==> src/rtl/dma_xfer_pkg.sv <==
// Package: shared types for the save/restore DMA transfer counters.
// Assumes one register access per cycle on the indexed port.
package dma_xfer_pkg;

    // Per-channel access strobes produced by the index decoder.
    typedef struct packed {
        logic wr_lo;   // write to the channel's low-byte index
        logic wr_hi;   // write to the channel's high-byte index
        logic rd_lo;   // read of the channel's low-byte index
        logic rd_hi;   // read of the channel's high-byte index
    } chan_acc_t;

    // Bytes per counter; the two-index layout per channel depends on it.
    localparam int unsigned BYTES_PER_CNT = 2;

endpackage

==> src/rtl/dma_idx_decode.sv <==
// Module: dma_idx_decode
// Turns the indexed register port into per-channel access strobes.
// Channel c owns index BASE_IDX+2c (low byte) and BASE_IDX+2c+1 (high byte).
// Assumes reg_wr and reg_rd are not both asserted in one cycle.
module dma_idx_decode
    import dma_xfer_pkg::*;
#(
    parameter int unsigned NUM_CH   = 2,
    parameter int unsigned ADDR_W   = 8,
    parameter int unsigned BASE_IDX = 11
) (
    input  logic [ADDR_W-1:0]           reg_addr,
    input  logic                        reg_wr,
    input  logic                        reg_rd,
    output chan_acc_t [NUM_CH-1:0]      acc_o,
    output logic                        rd_unmapped_o
);

    logic [NUM_CH-1:0] rd_hit;

    // One decoder slice per channel.
    for (genvar c = 0; c < NUM_CH; c++) begin : g_ch
        localparam logic [ADDR_W-1:0] LO_IDX =
            ADDR_W'(BASE_IDX + BYTES_PER_CNT * c);
        localparam logic [ADDR_W-1:0] HI_IDX =
            ADDR_W'(BASE_IDX + BYTES_PER_CNT * c + 1);

        logic is_lo;
        logic is_hi;

        // Index match for this channel's two bytes.
        assign is_lo = (reg_addr == LO_IDX);
        assign is_hi = (reg_addr == HI_IDX);

        // Qualify matches with the access direction.
        assign acc_o[c].wr_lo = reg_wr && is_lo;
        assign acc_o[c].wr_hi = reg_wr && is_hi;
        assign acc_o[c].rd_lo = reg_rd && is_lo;
        assign acc_o[c].rd_hi = reg_rd && is_hi;
        assign rd_hit[c]      = reg_rd && (is_lo || is_hi);
    end

    // A read that no channel claims returns zero.
    assign rd_unmapped_o = reg_rd && (rd_hit == '0);

endmodule

==> src/rtl/dma_chan_counter.sv <==
// Module: dma_chan_counter
// One down-counter with a staged low byte, an atomic 16-bit load on the
// high-byte write, and reload plus a one-cycle terminal pulse on underflow.
// Assumes wr_lo and wr_hi are never high together (single-index port).
module dma_chan_counter #(
    parameter int unsigned REG_W = 8
) (
    input  logic                 clk,
    input  logic                 rst_n,
    input  logic                 wr_lo,
    input  logic                 wr_hi,
    input  logic [REG_W-1:0]     wdata,
    input  logic                 xfer,
    output logic [2*REG_W-1:0]   count_o,
    output logic                 tc_o
);

    localparam int unsigned CNT_W = 2 * REG_W;
    localparam logic [CNT_W-1:0] CNT_ONE = {{(CNT_W-1){1'b0}}, 1'b1};

    logic [REG_W-1:0] stage_q;
    logic [CNT_W-1:0] cnt_q;
    logic [CNT_W-1:0] reload_q;
    logic             tc_q;
    logic [CNT_W-1:0] load_val;

    // Full value formed from the incoming high byte and the staged low byte.
    assign load_val = {wdata, stage_q};

    // Stage the low byte; it has no effect until the high byte arrives.
    always_ff @(posedge clk) begin
        if (!rst_n) begin
            stage_q <= '1;
        end else if (wr_lo) begin
            stage_q <= wdata;
        end
    end

    // Load wins over a strobe; a strobe at zero reloads and pulses.
    always_ff @(posedge clk) begin
        if (!rst_n) begin
            cnt_q    <= '1;
            reload_q <= '1;
            tc_q     <= 1'b0;
        end else begin
            tc_q <= 1'b0;
            if (wr_hi) begin
                cnt_q    <= load_val;
                reload_q <= load_val;
            end else if (xfer) begin
                if (cnt_q == '0) begin
                    cnt_q <= reload_q;
                    tc_q  <= 1'b1;
                end else begin
                    cnt_q <= cnt_q - CNT_ONE;
                end
            end
        end
    end

    assign count_o = cnt_q;
    assign tc_o    = tc_q;

endmodule

==> src/rtl/dma_read_port.sv <==
// Module: dma_read_port
// Registered readback of the live counters, with a per-channel shadow that
// freezes the high byte on a low-byte read for a coherent 16-bit read.
// Assumes at most one access strobe is active per cycle.
module dma_read_port
    import dma_xfer_pkg::*;
#(
    parameter int unsigned NUM_CH = 2,
    parameter int unsigned REG_W  = 8
) (
    input  logic                               clk,
    input  logic                               rst_n,
    input  chan_acc_t [NUM_CH-1:0]             acc_i,
    input  logic                               rd_unmapped_i,
    input  logic [NUM_CH-1:0][2*REG_W-1:0]     counts_i,
    output logic [REG_W-1:0]                   rdata_o
);

    localparam int unsigned CNT_W = 2 * REG_W;

    logic [NUM_CH-1:0][REG_W-1:0] shadow_all;
    logic [NUM_CH-1:0]            shv_all;
    logic [REG_W-1:0]             rd_next;
    logic                         rd_any;
    logic [REG_W-1:0]             rdata_q;

    // One shadow byte and pending flag per channel.
    for (genvar c = 0; c < NUM_CH; c++) begin : g_sh
        logic [REG_W-1:0] sh_q;
        logic             shv_q;

        // Capture on low read; consume on high read; drop on high write.
        always_ff @(posedge clk) begin
            if (!rst_n) begin
                sh_q  <= '1;
                shv_q <= 1'b0;
            end else if (acc_i[c].rd_lo) begin
                sh_q  <= counts_i[c][CNT_W-1:REG_W];
                shv_q <= 1'b1;
            end else if (acc_i[c].rd_hi || acc_i[c].wr_hi) begin
                shv_q <= 1'b0;
            end
        end

        assign shadow_all[c] = sh_q;
        assign shv_all[c]    = shv_q;
    end

    // Select the byte the current read returns.
    always_comb begin
        rd_any  = rd_unmapped_i;
        rd_next = '0;
        for (int c = 0; c < NUM_CH; c++) begin
            if (acc_i[c].rd_lo) begin
                rd_any  = 1'b1;
                rd_next = counts_i[c][REG_W-1:0];
            end
            if (acc_i[c].rd_hi) begin
                rd_any  = 1'b1;
                rd_next = shv_all[c] ? shadow_all[c]
                                     : counts_i[c][CNT_W-1:REG_W];
            end
        end
    end

    // Register the read byte; hold it when no read is sampled.
    always_ff @(posedge clk) begin
        if (!rst_n) begin
            rdata_q <= '0;
        end else if (rd_any) begin
            rdata_q <= rd_next;
        end
    end

    assign rdata_o = rdata_q;

endmodule

==> src/rtl/dma_xfer_counter.sv <==
// Module: dma_xfer_counter (top)
// Playback and recording transfer counters behind an 8-bit indexed port.
// Channel 0 is playback (indices 0Bh/0Ch), channel 1 recording (0Dh/0Eh).
// Assumes the host issues at most one read or write per cycle.
module dma_xfer_counter
    import dma_xfer_pkg::*;
#(
    parameter int unsigned NUM_CH   = 2,
    parameter int unsigned REG_W    = 8,
    parameter int unsigned ADDR_W   = 8,
    parameter int unsigned BASE_IDX = 11
) (
    input  logic              clk,
    input  logic              rst_n,
    input  logic [ADDR_W-1:0] reg_addr,
    input  logic              reg_wr,
    input  logic [REG_W-1:0]  reg_wdata,
    input  logic              reg_rd,
    output logic [REG_W-1:0]  reg_rdata,
    input  logic [NUM_CH-1:0] xfer_stb,
    output logic [NUM_CH-1:0] tc_pulse
);

    localparam int unsigned CNT_W = BYTES_PER_CNT * REG_W;

    chan_acc_t [NUM_CH-1:0]          acc;
    logic                            rd_unmapped;
    logic [NUM_CH-1:0][CNT_W-1:0]    counts;

    // Index decode into per-channel strobes.
    dma_idx_decode #(
        .NUM_CH   (NUM_CH),
        .ADDR_W   (ADDR_W),
        .BASE_IDX (BASE_IDX)
    ) u_decode (
        .reg_addr      (reg_addr),
        .reg_wr        (reg_wr),
        .reg_rd        (reg_rd),
        .acc_o         (acc),
        .rd_unmapped_o (rd_unmapped)
    );

    // One independent counter per channel.
    for (genvar c = 0; c < NUM_CH; c++) begin : g_cnt
        dma_chan_counter #(
            .REG_W (REG_W)
        ) u_cnt (
            .clk     (clk),
            .rst_n   (rst_n),
            .wr_lo   (acc[c].wr_lo),
            .wr_hi   (acc[c].wr_hi),
            .wdata   (reg_wdata),
            .xfer    (xfer_stb[c]),
            .count_o (counts[c]),
            .tc_o    (tc_pulse[c])
        );
    end

    // Readback path with coherent-read shadow.
    dma_read_port #(
        .NUM_CH (NUM_CH),
        .REG_W  (REG_W)
    ) u_rdport (
        .clk           (clk),
        .rst_n         (rst_n),
        .acc_i         (acc),
        .rd_unmapped_i (rd_unmapped),
        .counts_i      (counts),
        .rdata_o       (reg_rdata)
    );

endmodule

==> config.mk <==
export PLATFORM = sky130hd
export DESIGN_NAME = dma_xfer_counter
export DESIGN_NICKNAME = d
export VERILOG_FILES = /design/src/rtl/dma_xfer_pkg.sv /design/src/rtl/dma_idx_decode.sv /design/src/rtl/dma_chan_counter.sv /design/src/rtl/dma_read_port.sv /design/src/rtl/dma_xfer_counter.sv
export SDC_FILE = /design/constraint.sdc
export NUM_CORES = 1
export LEC_CHECK = 0
export ABC_AREA = 1
export BUFFER_PORTS_ARGS = -buffer_cell sky130_fd_sc_hd__buf_2
export CELL_PAD_IN_SITES_DETAIL_PLACEMENT = 0
export CELL_PAD_IN_SITES_GLOBAL_PLACEMENT = 2
export CORE_MARGIN = 2
export CORE_UTILIZATION = 34
export DETAILED_ROUTE_END_ITERATION = 8
export PLACE_DENSITY_LB_ADDON = 0.1
export REMOVE_ABC_BUFFERS = 1
export SETUP_SLACK_MARGIN = 0.15
export SLEW_MARGIN = 5
export SYNTH_ARGS = -nofsm -noshare
export SYNTH_HDL_FRONTEND = slang
export SYNTH_SLANG_ARGS = --single-unit
==> constraint.sdc <==
create_clock -name clk -period 1.85 [get_ports clk]
set_clock_uncertainty 0.2 [all_clocks]
set_input_delay 0.185 -clock clk [delete_from_list [all_inputs] [get_ports clk]]
set_output_delay 0.185 -clock clk [all_outputs]
set_load 0.05 [all_outputs]
==> results.yml <==
run_status:
  status: "complete, no violations"
clocking:
  clk_pin_slew_ns: 0.08
  clockBufferDepth: 2
  htreeDepth: 3
  cts_tree: "built"
  clockRootBuffer: "clkbuf_16"
  insertion_delay_ns: 0.35
  cts_buffers: 9
  clock-sinks: 108
sta:
  slew_headroom_pct: 66.2
  finalHoldViolCount: 0
  slew_viol_final: 0
  worst_pin_slew_ns: 0.506
  fmax_mhz: 588
  finalSetupViolCount: 0
  fin_crit_ns: 1.70
  timing.final.crit_share_pct: 91.9
  setup_slack_ns: 0.150
  rsz0062_at_grt: "true"
logic_synthesis:
  yosysMostFrequentCell: "nand2_1"
  yosys-top-cells-count: "nand2_1, dfxtp_1, inv_1, nor2_1, nand3_1"
  synth.top_cell.area_share_pct: 38.4
  synthFlopType: "dfxtp_1"
  synth_seq_cells: 108
  synthArstFlopShare_pct: 0
  yosysSeqAreaShare_pct: 38.4
  synth_edf_count: 0
  synth_area_per_cell_sq_um: 6.81
  synth_cell_types: 31
  synth_area_leaders: "dfxtp_1, nand2_1, inv_1"
  syn-cell-area_sq_um: 5630
  syn-instance-count: 827
  yosys_warnings: 0
  synth_top_area_cell: "dfxtp_1"
setup_path:
  crit_fanout: 3
  cp-end-kind: "flop"
  rrSetupSlack_ns: 0.15
  worst_ep_arrival_time_ns: 1.75
  path_class: "flop to flop"
  start_kind: "flop"
  cp.required_ns: 1.90
placed_design:
  place_area_sq_um: 6380
  place_ws_ns: -0.0628
  dp_hpwl_um: 13600
  gp_congestion: 0.879
  place.port_buffers: 31
floorplan:
  die_y_um: 133
  rows: 47
  initial_utilization_pct: 34.3
  core_sq_um: 16400
  num_io_pins: 32
  dieArea_sq_um: 17600
  die_x_um: 133
global_route:
  antenna_found_initial: 0
  gr-total-overflow: 0
  grt_usage_pct: 20.4
  grt_pass1_vias: 5153
  grt_max_degree: 26
  grt_pass1_wl_um: 28200
power_and_ir_drop:
  p_total_mw: 4.85
  powerDensity_nw_per_um2: 671
  max-vdd-ir-drop_uv: 511
  leakagePower_nw: 3.45
detailed_routing:
  viasPerCell: 4.96
  drt-initial-drc-count: 375
  final_antenna_net_count: 0
  dr_total_vias: 5675
  routed_wl_um: 18300
  wire_per_inst_um: 16.0
  drc: 0
  first_pass_iters: 7
layout:
  final_nets: 947
  synthToLayoutAreaGrowth_pct: 28.5
  nFillCells: 1728
  fin_util_pct: 44.1
  layout-drive-gt1-share_pct: 24.4
  final_area_sq_um: 7230
  num_antenna_cells: 0
hold_path:
  hold_class: "primary input to flop"
run:
  maxCapViolCount: 0
## cells by family (layout without fill, tap and decap cells)
family                   count (synthesis)  after routing  synth area share [%]
adder cells (fa/ha/maj)                  4              4                 0.889
buffers and inverters                  132            230                  10.5
flip-flops                             108            108                  38.4
AO/OA/AOI/OAI                          170            170                  17.7
AND/OR/NAND/NOR                        407            407                  31.5
XOR/XNOR                                 6              6                 0.934
## critical path, stage by stage, from the launching register on
cell and delay [ns]:
dfxtp_2 0.33, inv_2 0.07, buf_4 0.12, ha_2 0.19, nand2_2 0.08, nor2_2 0.14, nand2_1 0.11, o21ai_0 0.15
nand3_1 0.09, nand2_1 0.07, nand2_1 0.04
## metal layers
| layer | GRT usage (%) | wire length [um] | vias up |
|---|---|---|---|
| li1 | - | - | 2899 |
| met5 | 0 | 0 | - |
| met4 | 5.44 | 217 | 0 |
| met3 | 2.84 | 638 | 14 |
| met2 | 30.5 | 7870 | 117 |
| met1 | 30.6 | 9550 | 2645 |
## sequential cells by signal, indices dropped and copies added (netlist names)
signal                count
g_cnt.u_cnt.tc_o          2
g_cnt.u_cnt.count_o      32
g_cnt.u_cnt.stage_q      16
u_rdport.rdata_o          8
g_cnt.u_cnt.reload_q     32
u_rdport.g_sh.shv_q       2
u_rdport.g_sh.sh_q       16
## area by class of cell
cell class,instances,area (sq um),share of cell area (%)
inverter,97,369,5.11
tap,220,275,3.81
sequential,108,2180,30.1
timing repair buffer,118,958,13.3
clock buffer,10,239,3.31
multi-input combinational,587,3180,44.0
clock inverter,5,28.8,0.398
## report_power, final
part | total [mW] | internal (mW) | switching [mW] | leakage (nW)
logic | 0.584 | 0.228 | 0.355 | 2.43
clock network | 1.83 | 0.938 | 0.893 | 0.138
registers | 2.43 | 2.38 | 0.0573 | 0.878
## repair_timing
action / 4_1_cts / 5_1_grt
cloned: 0 / 4
pin swaps: 3 / 22
setup buffers: 3 / 7
endpoints found under the setup margin: 30 / 33
hold buffers: 8 / 0
hold endpoints to repair: 10 / 0
gates resized for setup: 17 / 95
## cell usage in the layout, fill, tap and decap left out, types with 33 or more instances in the layout
cell and count:
a21oi_1 42, o21ai_1 34, nand3_1 59, nand2_1 202
buf_4 68, o21ai_0 33, dfxtp_1 98, o211ai_1 34
inv_1 83, nor2_1 55
## per-stage QoR
stage	setup TNS [ns]	std cells	hold slack, ns
finish	0	1145	0.0422
global route	0	1145	0.0428
CTS	0	1134	0.0287
detailed placement	-0.138	1108	0.227
global placement	-0.237	1108	0.223
floorplan	-0.0257	792	0.0537
## final timing paths
path,from,to,cells past startpoint
setup / recovery,g_cnt[0].u_cnt.count_o[0],g_cnt[0].u_cnt.count_o[10],10
hold / removal,xfer_stb[0],g_cnt[0].u_cnt.tc_o,3
setup reg to reg,g_cnt[0].u_cnt.count_o[0],g_cnt[0].u_cnt.count_o[10],10
hold reg to reg,g_cnt[0].u_cnt.reload_q[4],g_cnt[0].u_cnt.reload_q[4],1
Power figures use the tool's default switching activity.
